**config.mk**
```make
export PLATFORM = sky130hd
export DESIGN_NAME = adc_conv_seq
export DESIGN_NICKNAME = d
export VERILOG_FILES = /design/src/rtl/adc_conv_seq_pkg.sv /design/src/rtl/adc_conv_timer.sv /design/src/rtl/adc_cfg_watch.sv /design/src/rtl/adc_result_path.sv /design/src/rtl/adc_conv_seq.sv
export SDC_FILE = /design/constraint.sdc
export NUM_CORES = 1
export LEC_CHECK = 0
export ABC_AREA = 1
export BUFFER_PORTS_ARGS = -buffer_cell sky130_fd_sc_hd__buf_4
export CAP_MARGIN = 30
export CELL_PAD_IN_SITES_DETAIL_PLACEMENT = 2
export CELL_PAD_IN_SITES_GLOBAL_PLACEMENT = 2
export CORE_UTILIZATION = 37
export CTS_CLUSTER_DIAMETER = 200
export DETAILED_ROUTE_END_ITERATION = 12
export GPL_TIMING_DRIVEN = 0
export PLACE_DENSITY = 0.89
export SLEW_MARGIN = 20
export SYNTH_ARGS = -nofsm -noshare
export SYNTH_HDL_FRONTEND = slang
export SYNTH_SLANG_ARGS = --single-unit
```
**constraint.sdc**
```tcl
create_clock -name clk -period 5.2 [get_ports clk]
set_input_delay 0.26 -clock clk [delete_from_list [all_inputs] [get_ports clk]]
set_output_delay 0.26 -clock clk [all_outputs]
set_load 0.03 [all_outputs]
```
**src/rtl/adc_conv_seq_pkg.sv**
```systemverilog
package adc_conv_seq_pkg;

    // number of conversion periods the filter needs after a reset
    localparam int SETTLE_N = 4;

    typedef enum logic [1:0] {
        ST_SETTLE = 2'd0,
        ST_RUN    = 2'd1,
        ST_CAL    = 2'd2,
        ST_STBY   = 2'd3
    } seq_state_e;

endpackage

```
**src/rtl/adc_conv_timer.sv**
```systemverilog
module adc_conv_timer #(
    parameter int SLOW_CLKS = 491520,
    parameter int FAST_CLKS = 61440
) (
    input  logic clk,
    input  logic rst_n,
    input  logic fast_i,
    input  logic restart_i,
    input  logic hold_i,
    output logic period_end_o
);
    localparam int MAX_CLKS = (SLOW_CLKS > FAST_CLKS) ? SLOW_CLKS : FAST_CLKS;
    localparam int CNT_W    = $clog2(MAX_CLKS);
    localparam logic [CNT_W-1:0] SLOW_LAST = CNT_W'(SLOW_CLKS - 1);
    localparam logic [CNT_W-1:0] FAST_LAST = CNT_W'(FAST_CLKS - 1);

    logic [CNT_W-1:0] cnt_q;
    logic [CNT_W-1:0] last_cnt;

    always_comb begin
        last_cnt     = fast_i ? FAST_LAST : SLOW_LAST;
        period_end_o = !hold_i && (cnt_q == last_cnt);
    end

    always_ff @(posedge clk or negedge rst_n) begin
        if (!rst_n) begin
            cnt_q <= '0;
        end else if (restart_i || hold_i || period_end_o) begin
            cnt_q <= '0;
        end else begin
            cnt_q <= cnt_q + CNT_W'(1);
        end
    end


    end_single_chk: assert property (@(posedge clk) disable iff (!rst_n)
        period_end_o |=> !period_end_o);


    hold_quiet_chk: assert property (@(posedge clk) disable iff (!rst_n)
        hold_i |-> !period_end_o);

endmodule

```
**src/rtl/adc_cfg_watch.sv**
```systemverilog
module adc_cfg_watch #(
    parameter int CFG_W = 5
) (
    input  logic             clk,
    input  logic             rst_n,
    input  logic [CFG_W-1:0] cfg_i,
    output logic             changed_o
);
    logic [CFG_W-1:0] cfg_q;
    logic             primed_q;

    always_ff @(posedge clk or negedge rst_n) begin
        if (!rst_n) begin
            cfg_q    <= '0;
            primed_q <= 1'b0;
        end else begin
            cfg_q    <= cfg_i;
            primed_q <= 1'b1;
        end
    end

    assign changed_o = primed_q && (cfg_i != cfg_q);

endmodule

```
**src/rtl/adc_result_path.sv**
```systemverilog
module adc_result_path #(
    parameter int DW      = 24,
    parameter int RAW_W   = 26,
    parameter int OVR_LIM = 12582912
) (
    input  logic                    clk,
    input  logic                    rst_n,
    input  logic signed [RAW_W-1:0] raw_i,
    input  logic                    capture_i,
    output logic                    ovr_o,
    output logic [DW-1:0]           value_o
);
    localparam int DIFF_W = RAW_W + 1;
    localparam logic signed [DIFF_W-1:0] POS_FS =
        {{(DIFF_W-DW+1){1'b0}}, {(DW-1){1'b1}}};
    localparam logic signed [DIFF_W-1:0] NEG_FS =
        {{(DIFF_W-DW+1){1'b1}}, {(DW-1){1'b0}}};
    localparam logic [DW-1:0] POS_CODE = {1'b0, {(DW-1){1'b1}}};
    localparam logic [DW-1:0] NEG_CODE = {1'b1, {(DW-1){1'b0}}};
    localparam logic signed [RAW_W-1:0] OVR_POS = RAW_W'(OVR_LIM);
    localparam logic signed [RAW_W-1:0] OVR_NEG = -OVR_POS;

    logic signed [DW-1:0]     off_q;
    logic signed [DIFF_W-1:0] raw_x;
    logic signed [DIFF_W-1:0] off_x;
    logic signed [DIFF_W-1:0] diff;
    logic                     ovr_hi;
    logic                     ovr_lo;

    function automatic logic [DW-1:0] clip_dw(input logic signed [DIFF_W-1:0] v);
        if (v > POS_FS) begin
            return POS_CODE;
        end else if (v < NEG_FS) begin
            return NEG_CODE;
        end else begin
            return v[DW-1:0];
        end
    endfunction

    always_comb begin
        raw_x  = {raw_i[RAW_W-1], raw_i};
        off_x  = {{(DIFF_W-DW){off_q[DW-1]}}, off_q};
        diff   = raw_x - off_x;
        ovr_hi = raw_i > OVR_POS;
        ovr_lo = raw_i < OVR_NEG;
        ovr_o  = ovr_hi || ovr_lo;
        if (ovr_hi) begin
            value_o = POS_CODE;
        end else if (ovr_lo) begin
            value_o = NEG_CODE;
        end else begin
            value_o = clip_dw(diff);
        end
    end

    always_ff @(posedge clk or negedge rst_n) begin
        if (!rst_n) begin
            off_q <= '0;
        end else if (capture_i) begin
            off_q <= clip_dw(raw_x);
        end
    end


    off_hold_chk: assert property (@(posedge clk) disable iff (!rst_n)
        !capture_i |=> $stable(off_q));

endmodule

```
**src/rtl/adc_conv_seq.sv**
```systemverilog
module adc_conv_seq
    import adc_conv_seq_pkg::*;
#(
    parameter int CH_W      = 2,
    parameter int SLOW_CLKS = 491520,
    parameter int FAST_CLKS = 61440,
    parameter int DW        = 24,
    parameter int RAW_W     = 26,
    parameter int OVR_LIM   = 12582912
) (
    input  logic                    clk,
    input  logic                    pwdn_n,
    input  logic [CH_W-1:0]         chan_sel,
    input  logic [1:0]              gain_sel,
    input  logic                    speed_fast,
    input  logic                    stby_req,
    input  logic                    cal_req,
    input  logic signed [RAW_W-1:0] flt_word,
    output logic                    flt_rst,
    output logic                    short_inputs,
    output logic                    rdy,
    output logic [DW-1:0]           result
);
    localparam int CFG_W = CH_W + 3;
    localparam int SC_W  = $clog2(SETTLE_N);
    localparam logic [SC_W-1:0] SC_LAST = SC_W'(SETTLE_N - 1);

    seq_state_e      state_q, state_d;
    logic [SC_W-1:0] sc_q, sc_d;
    logic            cal_pend_q, cal_pend_d;
    logic            restart, emit, capture;
    logic            period_end, cfg_chg, ovr;
    logic [DW-1:0]   value;
    logic            rdy_q;
    logic [DW-1:0]   res_q;

    adc_conv_timer #(
        .SLOW_CLKS (SLOW_CLKS),
        .FAST_CLKS (FAST_CLKS)
    ) u_timer (
        .clk          (clk),
        .rst_n        (pwdn_n),
        .fast_i       (speed_fast),
        .restart_i    (restart),
        .hold_i       (state_q == ST_STBY),
        .period_end_o (period_end)
    );

    adc_cfg_watch #(
        .CFG_W (CFG_W)
    ) u_cfg (
        .clk       (clk),
        .rst_n     (pwdn_n),
        .cfg_i     ({chan_sel, gain_sel, speed_fast}),
        .changed_o (cfg_chg)
    );

    adc_result_path #(
        .DW      (DW),
        .RAW_W   (RAW_W),
        .OVR_LIM (OVR_LIM)
    ) u_res (
        .clk       (clk),
        .rst_n     (pwdn_n),
        .raw_i     (flt_word),
        .capture_i (capture),
        .ovr_o     (ovr),
        .value_o   (value)
    );

    // next-state decision; priority: standby, config change, calibration, period end
    always_comb begin
        state_d    = state_q;
        sc_d       = sc_q;
        cal_pend_d = cal_pend_q;
        restart    = 1'b0;
        emit       = 1'b0;
        capture    = 1'b0;
        unique case (state_q)
            ST_STBY: begin
                if (cal_req) begin
                    cal_pend_d = 1'b1;
                end
                if (!stby_req) begin
                    restart    = 1'b1;
                    sc_d       = '0;
                    cal_pend_d = 1'b0;
                    state_d    = (cal_pend_q || cal_req) ? ST_CAL : ST_SETTLE;
                end
            end
            ST_SETTLE, ST_RUN, ST_CAL: begin
                if (stby_req) begin
                    restart    = 1'b1;
                    sc_d       = '0;
                    cal_pend_d = cal_req;
                    state_d    = ST_STBY;
                end else if (cfg_chg) begin
                    restart = 1'b1;
                    sc_d    = '0;
                    state_d = (state_q == ST_CAL) ? ST_CAL : ST_SETTLE;
                end else if (cal_req && (state_q != ST_CAL)) begin
                    restart = 1'b1;
                    sc_d    = '0;
                    state_d = ST_CAL;
                end else if (period_end) begin
                    if (state_q == ST_RUN) begin
                        emit = 1'b1;
                        if (ovr) begin
                            restart = 1'b1;
                            sc_d    = '0;
                            state_d = ST_SETTLE;
                        end
                    end else if (sc_q == SC_LAST) begin
                        sc_d = '0;
                        if (state_q == ST_CAL) begin
                            capture = 1'b1;
                            restart = 1'b1;
                            state_d = ST_SETTLE;
                        end else begin
                            emit = 1'b1;
                            if (ovr) begin
                                restart = 1'b1;
                            end else begin
                                state_d = ST_RUN;
                            end
                        end
                    end else begin
                        sc_d = sc_q + SC_W'(1);
                    end
                end
            end
        endcase
    end

    // state register
    always_ff @(posedge clk or negedge pwdn_n) begin
        if (!pwdn_n) begin
            state_q    <= ST_SETTLE;
            sc_q       <= '0;
            cal_pend_q <= 1'b0;
        end else begin
            state_q    <= state_d;
            sc_q       <= sc_d;
            cal_pend_q <= cal_pend_d;
        end
    end

    // result register
    always_ff @(posedge clk or negedge pwdn_n) begin
        if (!pwdn_n) begin
            rdy_q <= 1'b0;
            res_q <= '0;
        end else begin
            rdy_q <= emit;
            if (emit) begin
                res_q <= value;
            end
        end
    end

    // outputs
    always_comb begin
        flt_rst      = !pwdn_n || restart || (state_q == ST_STBY);
        short_inputs = (state_q == ST_CAL);
        rdy          = rdy_q;
        result       = res_q;
    end


    rdy_pulse_chk: assert property (@(posedge clk) disable iff (!pwdn_n)
        rdy |=> !rdy);


    stby_quiet_chk: assert property (@(posedge clk) disable iff (!pwdn_n)
        (state_q == ST_STBY) |-> !rdy);


    cal_quiet_chk: assert property (@(posedge clk) disable iff (!pwdn_n)
        short_inputs |-> !rdy);


    cfg_drop_chk: assert property (@(posedge clk) disable iff (!pwdn_n)
        cfg_chg |=> !rdy);


    cfg_reset_chk: assert property (@(posedge clk) disable iff (!pwdn_n)
        cfg_chg |-> flt_rst);

endmodule

```
==> metrics.log, run 1 <==
[metrics] Die ar.: 0.0165 mm²
[metrics] Clock Tree Root: sky130_fd_sc_hd__clkbuf_16
[metrics] number of buffers created by CTS: 9
[metrics] combined area of all synthesized cells: 0.00590 mm²
[metrics] switching power as a share of total power: 34.5%
[metrics] Syn. warnings: 0
[metrics] vias in the first global route: 6775
[metrics] DIE HEIGHT: 128 µm
[metrics] most used standard cell by instance count after synthesis: sky130_fd_sc_hd__nand2_1
[metrics] ranking of synthesized cells by instance count: 228 x sky130_fd_sc_hd__nand2_1, 116 x sky130_fd_sc_hd__inv_1, 109 x sky130_fd_sc_hd__nor2_1
[metrics] class of the tightest hold or removal check: primary input to flip-flop
[metrics] critical path class: flip-flop to flip-flop
[metrics] area fraction of the dominant cell type after synthesis: 33.5%
[metrics] synthesized area divided by synthesized cell count: 7.26 µm²
[metrics] overall global routing resource usage: 30.3%
[metrics] Max Root-Sink Buffers: 2
[metrics] setup slack after placement: 2.39 ns
[metrics] result of the run: completed
[metrics] drt total wl: 23300 µm
[metrics] synthesized instance count: 813
[metrics] signed area change from the synthesized netlist to the final layout: 18.5%
[metrics] vias after detailed routing: 5826
[metrics] Vias/cell: 5.28
[metrics] cell leakage power: 3.72 nW
[metrics] cell types occupying the most area after synthesis: sky130_fd_sc_hd__dfrtp_1 33%, sky130_fd_sc_hd__nand2_1 15%, sky130_fd_sc_hd__inv_1 7.4%
[metrics] number of antenna violations at the first check in global routing: 0
[metrics] drt wl/cell: 21.1 µm
[metrics] measured slew at the worst slew-check pin: 0.589 ns
[metrics] period utilisation layout: 54.9%
[metrics] post-route worst setup slack: 2.35 ns
[metrics] DRC: 0
[metrics] worst clock skew: 0.0109 ns
[metrics] router iterations before antenna repair: 4
[metrics] internal portion of total power: 1.21 mW
[metrics] worst rel slew slack: 60.7%
[metrics] Rows: 45
[metrics] CTS tree: built
[metrics] ratio of cells with drive above 1 in the final layout: 17.5%
[metrics] Final nets: 956
[metrics] largest vdd supply drop: 203 µV
[metrics] RSZ-0062 raised after global routing: false
[metrics] most area-hungry cell type in the Yosys netlist: sky130_fd_sc_hd__dfrtp_1
[metrics] Async S/R FF share, synth: 100%
[metrics] minimum clock period: 2.85 ns
[metrics] First DRT Iteration DRCs: 271
[metrics] Top Ports: 62
[metrics] horizontal die dimension: 128 µm
[metrics] Highest Clock Rate: 350 MHz
[metrics] HPWL reported at the end of detailed placement: 16900 µm
[metrics] post-synth net total: 882
[metrics] sw power: 0.638 mW
[metrics] flip-flop and latch count after synthesis: 79
[metrics] maximum fanout encountered on the critical timing path: 10
[metrics] clock slew seen by the registers of the worst setup and hold paths: 0.07 ns
[metrics] number of pins with negative max-slew slack in the final report: 0
[metrics] part of the power in combinational logic: 24.1%
[metrics] share of synthesized area occupied by flip-flops and latches: 33.5%
[metrics] distinct cell type count of the synthesized netlist: 47
[metrics] ratio of total power to cell area: 265 mW/mm²
[metrics] final-layout setup total negative slack: 0 ns
[metrics] Routability Congestion: 0.864
[metrics] maximum number of pins on one net before global-route repair: 57
[metrics] number of maximum-capacitance violations: 0
[metrics] sequential share of power: 35.7%
[metrics] starting density of the core: 38.4%
[metrics] number of flops mapped to enable cells by yosys: 0
[metrics] Fillers: 1804
[metrics] core outline area: 0.0154 mm²
[metrics] clock tree sinks: 79
[metrics] total congestion overflow after global routing: 0
[metrics] count of endpoints failing setup in the final report: 0
[metrics] H-tree levels: 3
[metrics] number of buffers inserted by port buffering: 61
[metrics] Setup crit end kind: flip-flop
[metrics] antenna cells: 0
[metrics] arrival time at the worst endpoint: 3.11 ns
[metrics] antenna-violating nets left: 0
[metrics] CP startpoint kind: flip-flop
[metrics] first-pass GRT wire length: 37400 µm
[metrics] Final Hold Viols: 0
[metrics] clock insertion delay at the later pin of the skew report: 0.37 ns
[metrics] Required @ worst endpoint: 5.46 ns
[metrics] portion of total power attributed to the clock network: 40.2%
[metrics] setup fix buffers added after clock tree synthesis: 0
[metrics] dominant synthesized flop cell: sky130_fd_sc_hd__dfrtp_1
layout by cell type, fill, tap and decap left out, drive strengths merged, types with 3 or more instances in the layout:
cell type / instances
nand2: 234
nor2: 127
inv: 119
dfrtp: 79
buf: 75
a21oi: 47
ha: 33
nand3: 33
o22ai: 24
xor2: 23
o21ai: 16
nor3: 16
xnor2: 15
clkbuf: 14
nand4: 13
a31oi: 3
clkinv: 3
kinds of logic after synthesis:
group	after synthesis	synth area share [%]
XOR/XNOR	38	5.64
AND/OR/NAND/NOR	427	32.0
other	1	0.0635
buffers and inverters	135	10.1
flip-flops	79	33.5
adder cells (fa/ha/maj)	34	7.34
AO/OA/AOI/OAI	99	11.4
repair_timing:
action / 4_1_cts / 5_1_grt
hold buffers: 1 / 0
hold endpoints to repair: 24 / 0
gates resized for setup: 0 / 0
through the flow:
| step | power (mW) | cell area, µm² | hold WS (ns) | utilization [%] | instances |
|---|---|---|---|---|---|
| after global placement | 1.06 | 6620 | 0.385 | 43.1 | 1085 |
| after detailed placement | 1.10 | 6650 | 0.213 | 43.3 | 1086 |
| after floorplan | 0.939 | 5900 | -0.0356 | - | 813 |
| final | 1.85 | 6990 | 0.0125 | 45.5 | 1103 |
| after CTS | 1.86 | 6990 | 0.00612 | 45.5 | 1103 |
| after global routing | 1.93 | 6990 | 0.0135 | 45.5 | 1103 |
path summary, 6_finish.rpt:
check / to / from / slack (ns) / cells past startpoint
worst max-delay path: result[18] / u_res.off_q[0] / 2.35 / 15
worst min-delay path: u_cfg.cfg_q[4] / chan_sel[1] / 0.01 / 1
worst max register to register: result[18] / u_res.off_q[0] / 2.35 / 15
worst min register to register: cal_pend_q / cal_pend_q / 0.50 / 1
max in group asynchronous: u_timer.cnt_q[6] / pwdn_n / 4.19 / 3
min in group asynchronous: u_res.off_q[17] / pwdn_n / 0.36 / 2
power by group through the flow:
stage                     logic (mW)  clock network (mW)  registers [mW]
after floorplan                0.275                   0           0.663
after global placement         0.393                   0           0.666
after detailed placement       0.431                   0           0.671
after CTS                      0.451               0.753           0.660
after global routing           0.492               0.771           0.663
final                          0.446               0.744           0.660
layout make-up:
class | instances | area (µm²) | area share, %
Buffer | 17 | 151 | 2.17
Sequential cell | 79 | 1980 | 28.3
Clock inverter | 6 | 91.3 | 1.31
Inverter | 118 | 445 | 6.37
Multi-Input combinational cell | 599 | 3330 | 47.6
Clock buffer | 10 | 239 | 3.42
Tap cell | 211 | 264 | 3.78
Timing Repair Buffer | 63 | 495 | 7.09
worst max-delay path: stages (launching register included):
cell and delay (ns):
sky130_fd_sc_hd__dfrtp_1 0.40, sky130_fd_sc_hd__ha_1 0.22, sky130_fd_sc_hd__fa_1 0.43, sky130_fd_sc_hd__o21ai_1 0.21
sky130_fd_sc_hd__nand3_1 0.15, sky130_fd_sc_hd__nand2_1 0.14, sky130_fd_sc_hd__nand2_1 0.11, sky130_fd_sc_hd__nand4_1 0.12
sky130_fd_sc_hd__nand2_1 0.09, sky130_fd_sc_hd__nor2_1 0.15, sky130_fd_sc_hd__nand2_1 0.08, sky130_fd_sc_hd__nand2_1 0.15
sky130_fd_sc_hd__buf_4 0.21, sky130_fd_sc_hd__nand2_1 0.11, sky130_fd_sc_hd__nand2_1 0.10, sky130_fd_sc_hd__a21oi_2 0.06
layer usage:
layer / part of all wire (%) / global-route usage [%] / vias to the layer above
li1: - / - / 2712
met1: 42 / 34.7 / 2949
met2: 52 / 56.0 / 112
met3: 2.0 / 3.17 / 53
met4: 3.8 / 14.4 / 0
met5: 0 / 0 / -
flip-flops by register name, summed over array words and instances (netlist names):
name and count:
u_cfg.primed_q 1, u_res.off_q 24, u_cfg.cfg_q 5, rdy 1, state_q 2, cal_pend_q 1
u_timer.cnt_q 19, result 24, sc_q 2
Note: power is estimated with default switching activity, not from simulation.
==> inputs of run 2 (changes only) <==
- CORE_UTILIZATION: 37 -> 31
- PLACE_DENSITY: 0.89 -> 0.8
- clock period: 5.2 -> 2.6 ns (I/O delays scaled with it)
==> run 2 against run 1 <==
Sequential cell count is the same. Sequential power rose by 100%. Global-route usage decreased by 9.6 points. Die area grew 19%. Highest routed layer unchanged. Register-to-register slack worse by 2.2 ns. Largest cell class unchanged. Worst hold slack improved by 0.053 ns. Non-clock buffer count increased by 16.
==> metrics.log, run 2 (synthesis results as in run 1) <==
[metrics] DIE HEIGHT: 140 µm
[metrics] Rows: 50
[metrics] Max Root-Sink Buffers: 2
[metrics] minimum clock period: 2.50 ns
[metrics] CTS tree: built
[metrics] horizontal die dimension: 140 µm
[metrics] worst clock skew: 0.00889 ns
[metrics] clock insertion delay at the later pin of the skew report: 0.36 ns
[metrics] Routability Congestion: 0.808
[metrics] Reg-to-Reg Start: u_res.off_q[0]
[metrics] Required @ worst endpoint: 2.47 ns
[metrics] commonest cells after routing, fill and taps aside: 213 x sky130_fd_sc_hd__nand2_1, 116 x sky130_fd_sc_hd__inv_1, 103 x sky130_fd_sc_hd__nor2_1
[metrics] RSZ-0062 raised after global routing: true
[metrics] portion of total power attributed to the clock network: 39.6%
[metrics] number of pins with negative max-slew slack in the final report: 0
[metrics] first-pass GRT wire length: 31700 µm
[metrics] number of antenna violations at the first check in global routing: 0
[metrics] Clock Tree Root: sky130_fd_sc_hd__clkbuf_16
[metrics] clock slew seen by the registers of the worst setup and hold paths: 0.07 ns
[metrics] end point of the critical path: flt_rst
[metrics] ratio of cells with drive above 1 in the final layout: 24.1%
[metrics] minimum setup slack among reg-to-reg paths: 0.11 ns
[metrics] part of the power in combinational logic: 24.6%
[metrics] HPWL reported at the end of detailed placement: 14900 µm
[metrics] Die ar.: 0.0196 mm²
[metrics] Final nets: 972
[metrics] most common library cell in the layout ignoring fill and taps: sky130_fd_sc_hd__nand2_1
[metrics] core outline area: 0.0187 mm²
[metrics] drt total wl: 20000 µm
[metrics] share of the core filled with cells in the final layout: 40.0%
[metrics] switching power as a share of total power: 33.5%
[metrics] Fillers: 2187
[metrics] number of maximum-capacitance violations: 0
[metrics] H-tree levels: 3
[metrics] arrival time at the worst endpoint: 2.37 ns
[metrics] number of buffers created by CTS: 9
[metrics] Setup crit end kind: primary output
[metrics] launching element of the worst setup path: u_timer.cnt_q[1]
[metrics] measured slew at the worst slew-check pin: 0.608 ns
[metrics] result of the run: completed
[metrics] Highest Clock Rate: 399 MHz
[metrics] r2r worst-path depth: 16
[metrics] drt wl/cell: 17.5 µm
[metrics] end of the worst register-to-register path: result[14]
[metrics] CP startpoint kind: flip-flop
[metrics] total power: 3.68 mW
[metrics] number of buffers inserted by port buffering: 61
[metrics] sequential share of power: 35.8%
[metrics] antenna-violating nets left: 0
[metrics] cell leakage power: 3.79 nW
[metrics] overall global routing resource usage: 20.7%
[metrics] class of the tightest hold or removal check: primary input to flip-flop
[metrics] Final Hold Viols: 0
[metrics] signed area change from the synthesized netlist to the final layout: 26.8%
[metrics] period utilisation layout: 96.3%
[metrics] starting density of the core: 31.6%
[metrics] DRC: 0
[metrics] Top Ports: 62
[metrics] router iterations before antenna repair: 4
[metrics] maximum fanout encountered on the critical timing path: 3
[metrics] sw power: 1.23 mW
[metrics] count of endpoints failing setup in the final report: 0
[metrics] Vias/cell: 4.93
[metrics] critical path class: flip-flop to primary output
[metrics] clock tree sinks: 79
[metrics] vias after detailed routing: 5632
[metrics] worst rel slew slack: 59.5%
[metrics] ratio of total power to cell area: 492 mW/mm²
[metrics] vias in the first global route: 6168
[metrics] antenna cells: 0
[metrics] total congestion overflow after global routing: 0
[metrics] largest vdd supply drop: 337 µV
[metrics] maximum number of pins on one net before global-route repair: 54
[metrics] First DRT Iteration DRCs: 160
[metrics] internal portion of total power: 2.45 mW
==> run 2: cell types whose count changed in the layout (fill, tap and decap cells not counted), moves of 5 or more <==
cell | before | now
sky130_fd_sc_hd__dlygate4sd3_1 | 1 | 6
sky130_fd_sc_hd__a21oi_1 | 27 | 22
sky130_fd_sc_hd__a21oi_2 | 20 | 25
sky130_fd_sc_hd__ha_2 | 0 | 5
sky130_fd_sc_hd__buf_4 | 67 | 74
sky130_fd_sc_hd__nand2_2 | 5 | 20
sky130_fd_sc_hd__ha_4 | 0 | 16
sky130_fd_sc_hd__nor2_1 | 109 | 103
sky130_fd_sc_hd__ha_1 | 33 | 12
sky130_fd_sc_hd__nand2_1 | 228 | 213
==> run 2: cell type report <==
| cell class | count | area [µm²] | share of cell area (%) |
|---|---|---|---|
| repair buffers | 79 | 628 | 8.39 |
| clock inverters | 6 | 93.8 | 1.25 |
| flip-flops and latches | 79 | 1980 | 26.4 |
| multi-input cells | 599 | 3650 | 48.8 |
| clock buffers | 10 | 229 | 3.06 |
| well taps | 234 | 293 | 3.91 |
| plain buffers | 17 | 166 | 2.22 |
| inverters | 118 | 445 | 5.95 |
==> run 2: power by group through the flow <==
stage               Sequential [mW]  Clock (mW)  Combinational (mW)
finish                         1.32        1.46               0.907
global route                   1.33        1.54                1.01
CTS                            1.32        1.49               0.848
detailed placement             1.34           0               0.828
global placement               1.33           0               0.800
floorplan                      1.33           0               0.551
==> run 2: worst min-delay path by stage <==
| stage | startpoint | end | slack, ns | cells after the start |
|---|---|---|---|---|
| final | flt_word[25] | u_res.off_q[23] | 0.07 | 3 |
| after global routing | flt_word[4] | u_res.off_q[4] | 0.07 | 3 |
| after detailed placement | pwdn_n | u_timer.cnt_q[7] | 0.1 | 1 |
| after floorplan | pwdn_n | cal_pend_q | -0.17 | 0 |
| after CTS | flt_word[18] | u_res.off_q[18] | 0.05 | 3 |
| after global placement | chan_sel[1] | u_cfg.cfg_q[4] | 0.26 | 1 |
==> run 2: per-layer routing <==
layer	wire [µm]	up-vias	track usage, %	part of all wire [%]
li1	-	2749	-	-
met1	9440	2791	26.8	47
met2	9870	74	36.9	49
met3	400	18	2.12	2.0
met4	281	0	5.03	1.4
met5	0	-	0	0
==> run 2: stage by stage <==
step	worst slack (ns)	instance area, µm²	hold slack (ns)	setup TNS, ns	cells
finish	0.0960	7480	0.0657	0	1142
global route	-0.0833	7480	0.0706	-0.972	1142
CTS	0.00179	7070	0.0518	0	1131
detailed placement	0.00921	6680	0.0978	0	1109
global placement	0.0489	6650	0.255	0	1108
floorplan	0.388	5900	-0.166	0	813
==> run 2: critical path, stage by stage, from the launching register on <==
cell	delay, ns
sky130_fd_sc_hd__dfrtp_1	0.41
sky130_fd_sc_hd__ha_4	0.18
sky130_fd_sc_hd__nand4_4	0.14
sky130_fd_sc_hd__nor3_4	0.24
sky130_fd_sc_hd__nand3_2	0.09
sky130_fd_sc_hd__nor2_2	0.15
sky130_fd_sc_hd__nand3_4	0.13
sky130_fd_sc_hd__nor2_4	0.14
sky130_fd_sc_hd__o21ai_1	0.08
sky130_fd_sc_hd__nand3_1	0.10
sky130_fd_sc_hd__nand2_2	0.11
sky130_fd_sc_hd__nand2_1	0.09
sky130_fd_sc_hd__buf_4	0.16
==> run 2: timing repair <==
item / CTS / global route
setup buffers: 0 / 10
endpoints found under the setup margin: 7 / 24
hold buffers: 6 / 0
gates resized for setup: 2 / 74
pin swaps: 0 / 10
cloned: 0 / 1
endpoints found under the hold margin: 32 / 0
==> inputs of run 3 (changes only) <==
- PLACE_DENSITY: 0.8 -> unset
- PLACE_DENSITY_LB_ADDON: unset -> 0.2
- SYNTH_HIERARCHICAL: unset -> 1
==> run 3 against run 2 <==
Sequential power about the same. Cell count increased by 7.1%. Non-clock buffer count decreased by 3. Critical path type is now flip-flop to flip-flop. Largest cell class unchanged.
==> metrics.log, run 3 <==
[metrics] period utilisation layout: 96.0%
[metrics] number of flops mapped to enable cells by yosys: 0
[metrics] dominant synthesized flop cell: sky130_fd_sc_hd__dfrtp_1
[metrics] CTS tree: built
[metrics] Required @ worst endpoint: 2.83 ns
[metrics] signed area change from the synthesized netlist to the final layout: 25.7%
[metrics] final cell count without fillers: 1223
[metrics] Rows: 50
[metrics] arrival time at the worst endpoint: 2.72 ns
[metrics] worst rel slew slack: 64.5%
[metrics] worst clock skew: 0.0188 ns
[metrics] clock tree sinks: 79
[metrics] share of the core filled with cells in the final layout: 40.3%
[metrics] DIE HEIGHT: 142 µm
[metrics] Final nets: 1026
[metrics] largest vdd supply drop: 290 µV
[metrics] CP startpoint kind: flip-flop
[metrics] post-placement cell count: 1194
[metrics] post-route worst setup slack: 0.103 ns
[metrics] overall global routing resource usage: 20.3%
[metrics] first-pass GRT wire length: 32000 µm
[metrics] area fraction of the dominant cell type after synthesis: 32.7%
[metrics] HPWL reported at the end of detailed placement: 15700 µm
[metrics] ratio of total power to cell area: 446 mW/mm²
[metrics] Vias/cell: 4.69
[metrics] result of the run: completed
[metrics] starting density of the core: 32.0%
[metrics] ratio of cells with drive above 1 in the final layout: 25.0%
[metrics] core outline area: 0.0189 mm²
[metrics] number of maximum-capacitance violations: 0
[metrics] Die ar.: 0.0201 mm²
[metrics] clock slew seen by the registers of the worst setup and hold paths: 0.07 ns
[metrics] setup slack after placement: -0.706 ns
[metrics] Max Root-Sink Buffers: 2
[metrics] Final Hold Viols: 0
[metrics] router iterations before antenna repair: 4
[metrics] clock insertion delay at the later pin of the skew report: 0.35 ns
[metrics] global-route track usage on met1: 27.1%
[metrics] layer carrying the most global-route usage: met2
[metrics] H-tree levels: 3
[metrics] Async S/R FF share, synth: 100%
[metrics] number of buffers created by CTS: 9
[metrics] area occupied by registers: 0.00198 mm²
[metrics] placed standard-cell area: 0.00686 mm²
[metrics] combined area of all synthesized cells: 0.00605 mm²
[metrics] critical path class: flip-flop to flip-flop
[metrics] synthesized instance count: 872
[metrics] switching power as a share of total power: 34.1%
[metrics] Top Ports: 62
[metrics] distinct cell type count of the synthesized netlist: 44
[metrics] Design Area, Final: 0.00761 mm²
[metrics] maximum number of pins on one net before global-route repair: 48
[metrics] sequential share of power: 38.7%
[metrics] antenna-violating nets left: 0
[metrics] count of endpoints failing setup in the final report: 0
[metrics] Setup crit end kind: flip-flop
[metrics] final-layout setup total negative slack: 0 ns
[metrics] most used standard cell by instance count after synthesis: sky130_fd_sc_hd__nand2_1
[metrics] minimum clock period: 2.50 ns
[metrics] Fillers: 2276
[metrics] number of antenna violations at the first check in global routing: 0
[metrics] internal portion of total power: 2.23 mW
[metrics] Clock Tree Root: sky130_fd_sc_hd__clkbuf_16
[metrics] share of synthesized area occupied by flip-flops and latches: 32.7%
[metrics] most area-hungry cell type in the Yosys netlist: sky130_fd_sc_hd__dfrtp_1
[metrics] part of the power in combinational logic: 24.6%
[metrics] cell types occupying the most area after synthesis: sky130_fd_sc_hd__dfrtp_1 33%, sky130_fd_sc_hd__nand2_1 17%, sky130_fd_sc_hd__inv_1 7.3%
[metrics] cell leakage power: 3.96 nW
[metrics] Highest Clock Rate: 400 MHz
[metrics] drt wl/cell: 16.2 µm
[metrics] r2r worst-path depth: 17
[metrics] measured slew at the worst slew-check pin: 0.532 ns
[metrics] total congestion overflow after global routing: 0
[metrics] minimum hold slack: 0.0475 ns
[metrics] portion of total power attributed to the clock network: 36.6%
[metrics] DRC: 0
[metrics] sw power: 1.16 mW
[metrics] vias in the first global route: 6251
[metrics] met2 usage in global routing: 35.1%
[metrics] RSZ-0062 raised after global routing: true
[metrics] commonest cells after routing, fill and taps aside: 268 x sky130_fd_sc_hd__nand2_1, 117 x sky130_fd_sc_hd__inv_1, 88 x sky130_fd_sc_hd__nor2_1
[metrics] class of the tightest hold or removal check: primary input to flip-flop
[metrics] most common library cell in the layout ignoring fill and taps: sky130_fd_sc_hd__nand2_1
[metrics] maximum fanout encountered on the critical timing path: 10
[metrics] number of pins with negative max-slew slack in the final report: 0
[metrics] met3 Track Usage GR: 3.14%
[metrics] horizontal die dimension: 142 µm
[metrics] total power: 3.39 mW
[metrics] drt total wl: 19900 µm
[metrics] instance count along the most critical hold path: 3
[metrics] ranking of synthesized cells by instance count: 277 x sky130_fd_sc_hd__nand2_1, 118 x sky130_fd_sc_hd__inv_1, 97 x sky130_fd_sc_hd__nor2_1
[metrics] number of buffers inserted by port buffering: 61
[metrics] Multi-input gate area: 0.00378 mm²
[metrics] flip-flop and latch count after synthesis: 79
[metrics] Routability Congestion: 0.780
[metrics] vias after detailed routing: 5732
[metrics] First DRT Iteration DRCs: 112
[metrics] synthesized area divided by synthesized cell count: 6.94 µm²
[metrics] antenna cells: 0
[metrics] Syn. warnings: 6
[metrics] post-synth net total: 940
run 3: path summary, 6_finish.rpt:
path,slack [ns],from,endpoint
setup / recovery,0.10,u_res/off_q[0],result[15]
hold reg to reg,0.48,result[15],result[15]
max in group asynchronous,1.67,pwdn_n,u_timer/cnt_q[0]
setup reg to reg,0.10,u_res/off_q[0],result[15]
min in group asynchronous,0.30,pwdn_n,u_res/off_q[4]
hold / removal,0.05,flt_word[25],u_res/off_q[23]
run 3: layout make-up:
class | count | area share (%)
Clock inverter | 7 | 0.691
Buffer | 18 | 2.29
Inverter | 125 | 6.23
Multi-Input combinational cell | 650 | 49.7
Timing Repair Buffer | 75 | 7.86
Sequential cell | 79 | 26.0
Tap cell | 260 | 4.28
Clock buffer | 9 | 2.96
run 3: critical path: stages (launching register included):
cell	delay (ns)
sky130_fd_sc_hd__dfrtp_1	0.41
sky130_fd_sc_hd__ha_4	0.18
sky130_fd_sc_hd__fa_2	0.40
sky130_fd_sc_hd__o21ai_2	0.15
sky130_fd_sc_hd__nand3_2	0.10
sky130_fd_sc_hd__nand2_4	0.12
sky130_fd_sc_hd__nand2_4	0.06
sky130_fd_sc_hd__nand2_4	0.08
sky130_fd_sc_hd__nand3_4	0.09
sky130_fd_sc_hd__nand2_4	0.08
sky130_fd_sc_hd__nand2_1	0.06
sky130_fd_sc_hd__nand2_2	0.10
sky130_fd_sc_hd__nand2_2	0.09
sky130_fd_sc_hd__buf_6	0.16
sky130_fd_sc_hd__nand3_2	0.07
sky130_fd_sc_hd__nand2_2	0.06
sky130_fd_sc_hd__nand2_1	0.10
sky130_fd_sc_hd__nand2_1	0.06
run 3: layer usage:
layer	vias to the layer above	routed length, µm
li1	2878	-
met4	0	139
met5	-	0
met2	65	9720
met1	2779	9530
met3	10	469
run 3: repair_timing:
| item | CTS | global route |
|---|---|---|
| pin swaps | 0 | 7 |
| setup endpoints to repair | 54 | 56 |
| hold buffers | 6 | 0 |
| hold endpoints to repair | 38 | 0 |
| cloned | 0 | 0 |
| gates resized for setup | 15 | 69 |
| buffers inserted | 1 | 6 |
run 3: logic make-up after synthesis:
kind of cell	synth area share (%)
simple gates	38.4
fa+ha+maj	6.95
xor+xnor	4.92
other cells	0.0620
flops	32.7
compound gates	6.68
buf+inv	10.4
run 3: power groups by stage:
stage	Clock (mW)	Sequential (mW)	Combinational (mW)
after floorplan	0	1.32	0.539
after global placement	0	1.33	0.770
after detailed placement	0	1.34	0.798
after CTS	1.29	1.31	0.816
after global routing	1.32	1.32	0.943
final	1.24	1.31	0.836
